File: src/rtl/tpe_pkg.sv
// Package: shared constants and the check-bit function for the primitive word.
// Assumes the fixed 24-bit word: 19 payload bits followed by 5 check bits.
package tpe_pkg;

    localparam int PAYLOAD_W = 19;
    localparam int CHECK_W   = 5;
    localparam int WORD_W    = PAYLOAD_W + CHECK_W;
    localparam int CODE_W    = 8;
    localparam int N_TOWERS  = 2;

    // Computes the check bits: payload is spread over the non-power-of-two codeword positions.
    function automatic logic [CHECK_W-1:0] ham_check(input logic [PAYLOAD_W-1:0] pay);
        logic [CHECK_W-1:0] chk;
        int                 di;
        chk = '0;
        di  = 0;
        for (int pos = 1; pos <= WORD_W; pos++) begin
            if ((pos & (pos - 1)) != 0) begin
                for (int k = 0; k < CHECK_W; k++) begin
                    if (((pos >> k) & 1) != 0) begin
                        chk[k] = chk[k] ^ pay[di];
                    end
                end
                di++;
            end
        end
        return chk;
    endfunction

endpackage

File: src/rtl/tpe_tower.sv
// Module: first stage for one tower.
// Adds the two depth energies, clamps the sum to the table index range and tests
// the unclamped sum against the minimum-ionizing window. Results are registered
// only when a valid sample arrives.
// Assumes E_W >= IDX_W.
module tpe_tower #(
    parameter int E_W    = 16,
    parameter int IDX_W  = 8,
    parameter int MIP_LO = 6,
    parameter int MIP_HI = 10
) (
    input  logic             clk,
    input  logic             rst_n,
    input  logic             valid_in,
    input  logic [E_W-1:0]   dep0,
    input  logic [E_W-1:0]   dep1,
    output logic [IDX_W-1:0] idx_q,
    output logic             muon_q
);

    localparam int           SUM_W   = E_W + 1;
    localparam logic [SUM_W-1:0] IDX_MAX = SUM_W'((1 << IDX_W) - 1);
    localparam logic [SUM_W-1:0] WIN_LO  = SUM_W'(MIP_LO);
    localparam logic [SUM_W-1:0] WIN_HI  = SUM_W'(MIP_HI);

    logic [SUM_W-1:0] sum;
    logic [IDX_W-1:0] idx_c;
    logic             muon_c;

    // Full-width depth sum, clamp to the index range and window test.
    always_comb begin
        sum    = {1'b0, dep0} + {1'b0, dep1};
        idx_c  = (sum > IDX_MAX) ? IDX_MAX[IDX_W-1:0] : sum[IDX_W-1:0];
        muon_c = (sum >= WIN_LO) && (sum <= WIN_HI);
    end

    // Stage-one register for the clamped index and the muon bit.
    always_ff @(posedge clk) begin
        if (!rst_n) begin
            idx_q  <= '0;
            muon_q <= 1'b0;
        end else if (valid_in) begin
            idx_q  <= idx_c;
            muon_q <= muon_c;
        end
    end

endmodule

File: src/rtl/tpe_lut.sv
// Module: energy compression table with one write port and NRD registered read ports.
// Assumes the caller guards writes so that no read of the same cycle depends on them.
// The contents are not reset; they must be loaded before use.
module tpe_lut #(
    parameter int AW  = 8,
    parameter int DW  = 8,
    parameter int NRD = 2
) (
    input  logic                     clk,
    input  logic                     we,
    input  logic [AW-1:0]            waddr,
    input  logic [DW-1:0]            wdata,
    input  logic [NRD-1:0][AW-1:0]   raddr,
    output logic [NRD-1:0][DW-1:0]   rdata
);

    localparam int DEPTH = 1 << AW;

    logic [DW-1:0] mem [DEPTH];

    // Table write.
    always_ff @(posedge clk) begin
        if (we) begin
            mem[waddr] <= wdata;
        end
    end

    generate
        for (genvar r = 0; r < NRD; r++) begin : g_rd
            // Registered read for port r.
            always_ff @(posedge clk) begin
                rdata[r] <= mem[raddr[r]];
            end
        end
    endgenerate

endmodule

File: src/rtl/tpe_pack.sv
// Module: output stage.
// Packs the tower codes, muon bits and abort flag, appends the check bits and
// registers the word. The word holds while no valid sample is present.
// Assumes exactly two towers in the fixed 24-bit layout.
module tpe_pack
    import tpe_pkg::*;
(
    input  logic                           clk,
    input  logic                           rst_n,
    input  logic                           valid_in,
    input  logic [N_TOWERS-1:0][CODE_W-1:0] code,
    input  logic [N_TOWERS-1:0]            muon,
    input  logic                           abort_in,
    output logic                           valid_q,
    output logic [WORD_W-1:0]              word_q
);

    logic [PAYLOAD_W-1:0] payload;

    // Payload layout: tower A low, tower B next, abort flag on top.
    always_comb begin
        payload = {abort_in, muon[1], code[1], muon[0], code[0]};
    end

    // Output register: strobe every cycle, word only on valid samples.
    always_ff @(posedge clk) begin
        if (!rst_n) begin
            valid_q <= 1'b0;
            word_q  <= '0;
        end else begin
            valid_q <= valid_in;
            if (valid_in) begin
                word_q <= {ham_check(payload), payload};
            end
        end
    end

endmodule

File: src/rtl/tpe_encoder.sv
// Module: top of the trigger primitive encoder.
// Three-stage pipeline:
//   stage 1 sums and clamps each tower;
//   stage 2 reads the table;
//   stage 3 packs the word and adds the check bits.
// Assumes a sample may arrive on every clock. Table writes are gated off while
// samples are in stage 1 or 2.
module tpe_encoder
    import tpe_pkg::*;
#(
    parameter int E_W    = 16,
    parameter int IDX_W  = 8,
    parameter int MIP_LO = 6,
    parameter int MIP_HI = 10
) (
    input  logic               clk,
    input  logic               rst_n,
    input  logic               in_valid,
    input  logic [E_W-1:0]     twr_a_d0,
    input  logic [E_W-1:0]     twr_a_d1,
    input  logic [E_W-1:0]     twr_b_d0,
    input  logic [E_W-1:0]     twr_b_d1,
    input  logic               abort_gap,
    input  logic               lut_we,
    input  logic [IDX_W-1:0]   lut_addr,
    input  logic [CODE_W-1:0]  lut_data,
    output logic               out_valid,
    output logic [WORD_W-1:0]  out_word
);

    logic [N_TOWERS-1:0][E_W-1:0]    dep0;
    logic [N_TOWERS-1:0][E_W-1:0]    dep1;
    logic [N_TOWERS-1:0][IDX_W-1:0]  idx1;
    logic [N_TOWERS-1:0]             muon1;
    logic [N_TOWERS-1:0][CODE_W-1:0] code2;
    logic [N_TOWERS-1:0]             muon2;
    logic                            v1;
    logic                            v2;
    logic                            abort1;
    logic                            abort2;
    logic                            wr_ok;

    // Gather the tower inputs into arrays.
    always_comb begin
        dep0[0] = twr_a_d0;
        dep1[0] = twr_a_d1;
        dep0[1] = twr_b_d0;
        dep1[1] = twr_b_d1;
    end

    generate
        for (genvar t = 0; t < N_TOWERS; t++) begin : g_twr
            tpe_tower #(
                .E_W    (E_W),
                .IDX_W  (IDX_W),
                .MIP_LO (MIP_LO),
                .MIP_HI (MIP_HI)
            ) u_twr (
                .clk      (clk),
                .rst_n    (rst_n),
                .valid_in (in_valid),
                .dep0     (dep0[t]),
                .dep1     (dep1[t]),
                .idx_q    (idx1[t]),
                .muon_q   (muon1[t])
            );
        end
    endgenerate

    // Valid and abort flag through stages 1 and 2.
    always_ff @(posedge clk) begin
        if (!rst_n) begin
            v1     <= 1'b0;
            v2     <= 1'b0;
            abort1 <= 1'b0;
            abort2 <= 1'b0;
            muon2  <= '0;
        end else begin
            v1 <= in_valid;
            v2 <= v1;
            if (in_valid) begin
                abort1 <= abort_gap;
            end
            if (v1) begin
                abort2 <= abort1;
                muon2  <= muon1;
            end
        end
    end

    // Table writes only while no sample is entering or inside stages 1 and 2.
    always_comb begin
        wr_ok = lut_we && !in_valid && !v1 && !v2;
    end

    tpe_lut #(
        .AW  (IDX_W),
        .DW  (CODE_W),
        .NRD (N_TOWERS)
    ) u_lut (
        .clk   (clk),
        .we    (wr_ok),
        .waddr (lut_addr),
        .wdata (lut_data),
        .raddr (idx1),
        .rdata (code2)
    );

    tpe_pack u_pack (
        .clk      (clk),
        .rst_n    (rst_n),
        .valid_in (v2),
        .code     (code2),
        .muon     (muon2),
        .abort_in (abort2),
        .valid_q  (out_valid),
        .word_q   (out_word)
    );

endmodule

File: config.mk
export PLATFORM = sky130hd
export DESIGN_NAME = tpe_encoder
export DESIGN_NICKNAME = d
export VERILOG_FILES = /design/src/rtl/tpe_pkg.sv /design/src/rtl/tpe_tower.sv /design/src/rtl/tpe_lut.sv /design/src/rtl/tpe_pack.sv /design/src/rtl/tpe_encoder.sv
export SDC_FILE = /design/constraint.sdc
export NUM_CORES = 2
export LEC_CHECK = 0
export BUFFER_PORTS_ARGS = -buffer_cell sky130_fd_sc_hd__buf_2
export CAP_MARGIN = 15
export CORE_MARGIN = 2
export CORE_UTILIZATION = 38
export CTS_CLUSTER_DIAMETER = 50
export DETAILED_ROUTE_END_ITERATION = 10
export HOLD_SLACK_MARGIN = 0.12
export SYNTH_ARGS = -nofsm -noshare
export SYNTH_HDL_FRONTEND = slang
export SYNTH_SLANG_ARGS = --single-unit
File: constraint.sdc
create_clock -name clk -period 3.1 [get_ports clk]
set_input_delay 0.465 -clock clk [delete_from_list [all_inputs] [get_ports clk]]
set_output_delay 0.465 -clock clk [all_outputs]
set_load 0.01 [all_outputs]
# --- Yosys cells after proc, flatten, opt, wreduce, memory -nomap -nowiden ---
# Memory sizes are Yosys's and may differ from the RTL's. A register that Yosys moved wholly into a read port is not among the register bits.
# Index checks and enable logic that the tools add are counted.
op_classes:
  n_mux: 154
  bitwise_logic: 44
  n_lt_le_gt_ge: 24
  n_reduce_logical: 8
  n_addsub: 19
op_table:
  columns: ["operator", "n"]
  rows:
  - ["$mux W32", 36]
  - ["$lt A32 B7 Y1 const B", 18]
  - ["$add A32 B2 Y32 const B", 17]
  - ["$bmux W1 S5", 18]
  - ["$mux W1", 78]
  - ["$xor A1 B1 Y1", 44]
  - ["$add A16 B16 Y17", 2]
  - ["$ge A17 B3 Y1 const B", 2]
  - ["$gt A17 B8 Y1 const B", 2]
  - ["$le A17 B4 Y1 const B", 2]
  - ["$mux W2", 14]
  - ["$mux W8", 2]
  - ["$mux W3", 4]
  - ["$mux W4", 2]
  - ["$logic_and A1 B1 Y1", 5]
  - ["$logic_not A1 Y1", 3]
word_totals:
  wordCells: 261
  register_bits: 49
  mem_count: 1
  ram_bits: 2048
mem_list:
  columns: ["memory", "depth", "word_bits", "read_ports", "rd_clocked_by_memory_dff", "write_ports", "line", "text"]
  rows:
  - ["u_lut.mem", 256, 8, 2, 2, 1, "tpe_lut.sv:19", "logic [DW-1:0] mem [DEPTH];"]

# --- Longest topological paths before layout ---
logic_depth:
  depth_word: 57
  mapped_depth: 11
  depth_no_buf: 10

# --- Cells and area by module ---
# A second synthesis with hierarchy kept.
unflattened:
  cells_unflattened: 5274
  hier_area_um2: 100843.0
by_module_without_submodules:
  columns: ["mod", "seq_area_each_um2", "cells_each", "instances", "area_each_um2"]
  rows:
  - ["tpe_lut", 61819.3, 4847, 1, 96973.0]
  - ["tpe_tower", 180.2, 150, 2, 1231.2]
  - ["tpe_pack", 500.5, 109, 1, 1174.9]
  - ["tpe_encoder", 120.1, 18, 1, 232.7]

# --- Least setup slack after synthesis ---
# Ideal clock, no wire load.
synth_path:
  kind: "input -> register"
  from: "input twr_b_d0[0]"
  to: "register g_twr[1].u_twr.idx_q[0]"
  t_arrival_ns: 2.531
  stages: 11
  setup_slack_ns: 0.447
  cell_sequence: "ha_1 -> inv_1 -> fa_1 -> nor2b_1 -> o31a_1 -> o2111ai_1 -> a2111oi_0 -> a211oi_1 -> and4b_1 -> clkbuf_1 -> a21oi_1"
synth_between:
  elab_chain_len: 3
synth_rtl:
  columns: ["element", "line", "text"]
  rows:
  - ["start: declaration", "tpe_encoder.sv:21", "input logic [E_W-1:0] twr_b_d0,"]
  - ["$add A16 B16 Y17 *", "tpe_tower.sv:32", "sum = {1'b0, dep0} + {1'b0, dep1};"]
  - ["$gt A17 B8 Y1", "tpe_tower.sv:33", "idx_c = (sum > IDX_MAX) ? IDX_MAX[IDX_W-1:0] : sum[IDX_W-1:0];"]
  - ["$mux W8 *", "tpe_tower.sv:33", null]
  - ["end signal: assignment", "tpe_tower.sv:43", "idx_q <= idx_c;"]
  - ["end: declaration", "tpe_tower.sv:17", "output logic [IDX_W-1:0] idx_q,"]
# Mark *: on every way between the ends. The rest lies on a longest branch, timed or not.
# A chain may end at the register's enable or synchronous reset.

==> out/qor.csv <==
stage,metric,value,unit
floorplanning,total die area,265600,um2
detailed_routing,drt drc,0,
timing,RSZ-0062 raised after global routing,false,
setup_path,Worst Setup SP,g_twr[0].u_twr.idx_q[0],
clock_network,Root Driver,sky130_fd_sc_hd__clkbuf_16,
final_layout,share of post-route cells with drive strength above 1,44.34,%
detailed_routing,drt initial violations,7272,
global_route,number of antenna violations at the first check in global routing,10,
detailed_routing,post-DR wirelength/cell,32.22,um
run_status,result of the run,finished with violations,
detailed_routing,count of nets left with antenna violations after detail routing,0,
timing,Worst Skew,0.06856,ns
floorplanning,effective utilization at floorplan,38.26,%
setup_path,worst endpoint data arrival time,3.84,ns
global_route,number of global-route vias before repair,56800,
yosys,post-synthesis cell type count,61,
placement,total placed instance area,110000,um2
detailed_routing,Post-Route WL,296300,um
final_layout,fillcell total,21780,
clock_network,number of buffers on the longest clock path,3,
setup_path,category of the most critical setup path,reg -> reg,
hold_path,Hold Crit Class,in -> reg,
yosys,synthesized instance count,4809,
floorplanning,number of placed I/O pins,110,
timing,total count of max-transition violations in the final report,0,
global_route,GR Util All Layers,22.22,%
timing,count of endpoints failing hold in the final timing report,0,
setup_path,destination of the worst register-to-register timing path,u_lut.rdata[1],
power,power consumption,67.85,mW
final_layout,final design area excluding fillers,118500,um2
global_route,largest net degree at the start of global routing,110,
placement,final weighted congestion in routability-driven placement,0.8836,
detailed_routing,Via-to-Cell Ratio,6.081,
floorplanning,number of cell rows,187,
yosys,total number of yosys warnings,0,
floorplanning,CORE AREA,259700,um2
power,cell area power density,572.8,nW/um2
setup_path,cell count of the worst reg-to-reg path,10,
setup_path,r2r startpoint,g_twr[0].u_twr.idx_q[0],
global_route,global-route wire length before repair,422000,um
setup_path,Worst Setup EP,u_lut.rdata[1],
final_layout,"count of placed standard cells in the final layout, fillers left out",9195,
yosys,area of the mapped netlist,99360,um2
yosys,dominant combinational cell family by area after synthesis,multiplexers,
yosys,mean area per synthesized cell,20.66,um2
yosys,synthesized flop and latch total,2113,
placement,number of buffer cells added on primary ports,109,
run_status,failing checks,negative setup slack,
global_route,grt ovf,0,
yosys,portion of the post-synthesis area used by sequential elements,63.20,%
floorplanning,die width,515.3,um
setup_path,R2R Setup Slk,-0.003,ns
yosys,Adder-Cell Fraction of Synth Area,0.4433,%
setup_path,category of the worst setup path capture point,flip-flop,
placement,worst slack at placement,-0.2398,ns
yosys,leading cell type by number of instances after synthesis,sky130_fd_sc_hd__edfxtp_1,
yosys,Compound-Gate Fraction of Synth Area,1.933,%
yosys,biggest area consumer among synthesized cells,sky130_fd_sc_hd__edfxtp_1,
yosys,Synth top area share,61.89,%
setup_path,Worst Setup Start Kind,flip-flop,
timing,Setup-failing EPs final,1,
clock_network,clock latency of the later-clocked register in the worst-skew pair,0.91,ns
yosys,share of flip-flops with an asynchronous set or reset after synthesis,0,%
yosys,simple-gate share of the synthesized area,2.589,%
clock_network,clock transition at the register clock pins on the worst setup and hold paths after CTS,0.06,ns
timing,final critical path time including I/O delays and setup,3.103,ns
placement,post-placement cell count,8721,
timing,transition time at the pin with the least slew margin,0.9651,ns
yosys,leading post-synthesis cells by instance count,"sky130_fd_sc_hd__edfxtp_1 (2048), sky130_fd_sc_hd__mux4_2 (1224), sky130_fd_sc_hd__nor2_1 (305)",
final_layout,Area growth syn-to-layout,19.22,%
power,worst voltage drop across the vdd grid,0.6315,mV
clock_network,CTS H-tree depth,4,
yosys,number of enable-type register cells in the synthesized netlist,2048,
yosys,post-synth net total,4928,
timing,fin crit share,100.1,%
detailed_routing,overall via count from detail_route,55920,
job,total of max-cap violations,0,
clock_network,clock tree from TritonCTS,done,
timing,final worst setup slack,-0.002731,ns
setup_path,maximum fanout along the worst path,8,
detailed_routing,first-pass iteration count of the detailed router,6,
timing,total negative slack,-0.002731,ns
yosys,share of synthesized area spent on multiplexers,29.63,%
timing,relative slew slack,35.31,%
clock_network,number of buffers added by the clock tree synthesis step,239,
floorplanning,Die H,515.3,um
yosys,largest cells by area after synthesis,"sky130_fd_sc_hd__edfxtp_1 (62%), sky130_fd_sc_hd__mux4_2 (28%), sky130_fd_sc_hd__mux2i_1 (1.6%), sky130_fd_sc_hd__dfxtp_1 (1.3%), sky130_fd_sc_hd__nor2_1 (1.2%)",
timing,maximum clock frequency,322.3,MHz
clock_network,total clock sinks,2113,
yosys,post-synthesis xor/xnor area fraction,0.3879,%
power,standby leakage power,37.67,nW
placement,half-perimeter wire length after detailed placement,204400,um
final_layout,final-stage net count,5703,
yosys,most frequently used flop master after synthesis,sky130_fd_sc_hd__edfxtp_1,
setup_path,data required time of the worst path,3.84,ns
## registers in the layout, summed over array words and instances, names as in the netlist
| signal | count |
|---|---|
| abort1 | 1 |
| abort2 | 1 |
| g_twr.u_twr.idx_q | 16 |
| g_twr.u_twr.muon_q | 2 |
| muon2 | 2 |
| u_lut.mem | 2048 |
| u_lut.rdata | 16 |
| u_pack.valid_q | 1 |
| u_pack.word_q | 24 |
| v1 | 1 |
| v2 | 1 |
## power breakdown
group	internal [mW]	switching, mW
combinational	3.55	4.08
clock	16.5	12.0
sequential	31.4	0.302
## layout by cell type (no fill, tap or decap), types with 10 or more instances in the layout
cell type                    Yosys  final
sky130_fd_sc_hd__a211o_1        11     11
sky130_fd_sc_hd__a211oi_1       55     53
sky130_fd_sc_hd__a21o_1         13     13
sky130_fd_sc_hd__a21oi_1        50     49
sky130_fd_sc_hd__a22oi_1        27     26
sky130_fd_sc_hd__a31oi_1        10     10
sky130_fd_sc_hd__buf_12          0    131
sky130_fd_sc_hd__buf_2         116    101
sky130_fd_sc_hd__buf_4          53    638
sky130_fd_sc_hd__bufinv_16       0     23
sky130_fd_sc_hd__clkbuf_1      149     34
sky130_fd_sc_hd__clkbuf_16       0    243
sky130_fd_sc_hd__clkbuf_8        0     13
sky130_fd_sc_hd__clkinv_1        0     47
sky130_fd_sc_hd__clkinv_2        0     34
sky130_fd_sc_hd__clkinv_4        0     10
sky130_fd_sc_hd__clkinvlp_4      0     15
sky130_fd_sc_hd__dfxtp_1        65     53
sky130_fd_sc_hd__dfxtp_4         0     12
sky130_fd_sc_hd__edfxtp_1     2048   2048
sky130_fd_sc_hd__ha_1           32     32
sky130_fd_sc_hd__inv_1          10     10
sky130_fd_sc_hd__inv_6           0     17
sky130_fd_sc_hd__mux2_2         26     26
sky130_fd_sc_hd__mux2i_1       158    147
sky130_fd_sc_hd__mux4_2       1224   1224
sky130_fd_sc_hd__nand2_1        65     52
sky130_fd_sc_hd__nand2_2         0     13
sky130_fd_sc_hd__nand3_1        24     20
sky130_fd_sc_hd__nor2_1        305    305
sky130_fd_sc_hd__nor2b_1        79     79
sky130_fd_sc_hd__nor3_1         14     13
sky130_fd_sc_hd__o21a_1         10     10
sky130_fd_sc_hd__o21ai_0        33     32
sky130_fd_sc_hd__o22ai_1        29     25
sky130_fd_sc_hd__xnor2_1        34     34
sky130_fd_sc_hd__xor2_1         10     10
## how the worst min path moves through the flow
stage / from / endpoint / cells past startpoint
after global routing: twr_b_d0[2] / g_twr[1].u_twr.idx_q[2] / 4
after CTS: twr_b_d1[1] / g_twr[1].u_twr.idx_q[1] / 4
after detailed placement: u_pack.word_q[22] / u_pack.word_q[22] / 1
after global placement: u_pack.word_q[22] / u_pack.word_q[22] / 1
final: lut_data[6] / u_lut.mem[138][6] / 1
after floorplan: g_twr[0].u_twr.muon_q / g_twr[0].u_twr.muon_q / 2
## metrics by stage
step	utilization (%)	hold WS, ns
2_1_floorplan	-	0.4547
3_3_place_gp	42.34	0.4671
3_5_place_dp	42.34	0.4742
4_1_cts	45.52	0.1284
5_1_grt	45.61	0.1658
6_report	45.61	0.1675
## layer usage
layer,routed length (um),share of wire [%],global-route usage (%),up-vias
met2,141300,48,35.27,2665
met4,8743,3.0,6.603,8
met1,122100,41,31.54,30290
met5,46,0.016,0,-
met3,24080,8.1,3.753,415
li1,-,-,-,22540
## worst max-delay path, cell delays in order, from the launching register on
cell and delay (ns):
sky130_fd_sc_hd__dfxtp_4 0.44, sky130_fd_sc_hd__buf_12 0.21, sky130_fd_sc_hd__bufbuf_16 0.30, sky130_fd_sc_hd__buf_4 0.15
sky130_fd_sc_hd__mux4_2 0.55, sky130_fd_sc_hd__mux4_2 0.48, sky130_fd_sc_hd__mux2i_2 0.31, sky130_fd_sc_hd__a22oi_1 0.14
sky130_fd_sc_hd__nand2_2 0.18, sky130_fd_sc_hd__buf_12 0.11, sky130_fd_sc_hd__a211oi_1 0.03
## what timing repair did
action / 4_1_cts / 5_1_grt
gates cloned: 1 / 1
setup endpoints to repair: 11 / 15
hold endpoints to repair: 69 / 0
hold buffers: 9 / 0
pin swaps: 1 / 2
gates resized for setup: 20 / 25
setup buffers: 5 / 8
## cell type report
class                      count  area [um2]  area share [%]
sequential                  2113       62850           53.05
multi-input combinational   2324       34980           29.53
timing repair buffer         896        8319           7.023
clock buffer                 283        6262           5.287
tap                         3402        4257           3.593
clock inverter               163        1747           1.475
inverter                      10       37.54         0.03169
antenna                        4       10.01        0.008450
## cells by family after synthesis
kind of cell	Yosys count
buffers and inverters	372
AND/OR/NAND/NOR	557
adder cells (fa/ha/maj)	34
multiplexers	1408
flip-flops	2113
AO/OA/AOI/OAI	281
XOR/XNOR	44
(Power assumes the default switching activity.)
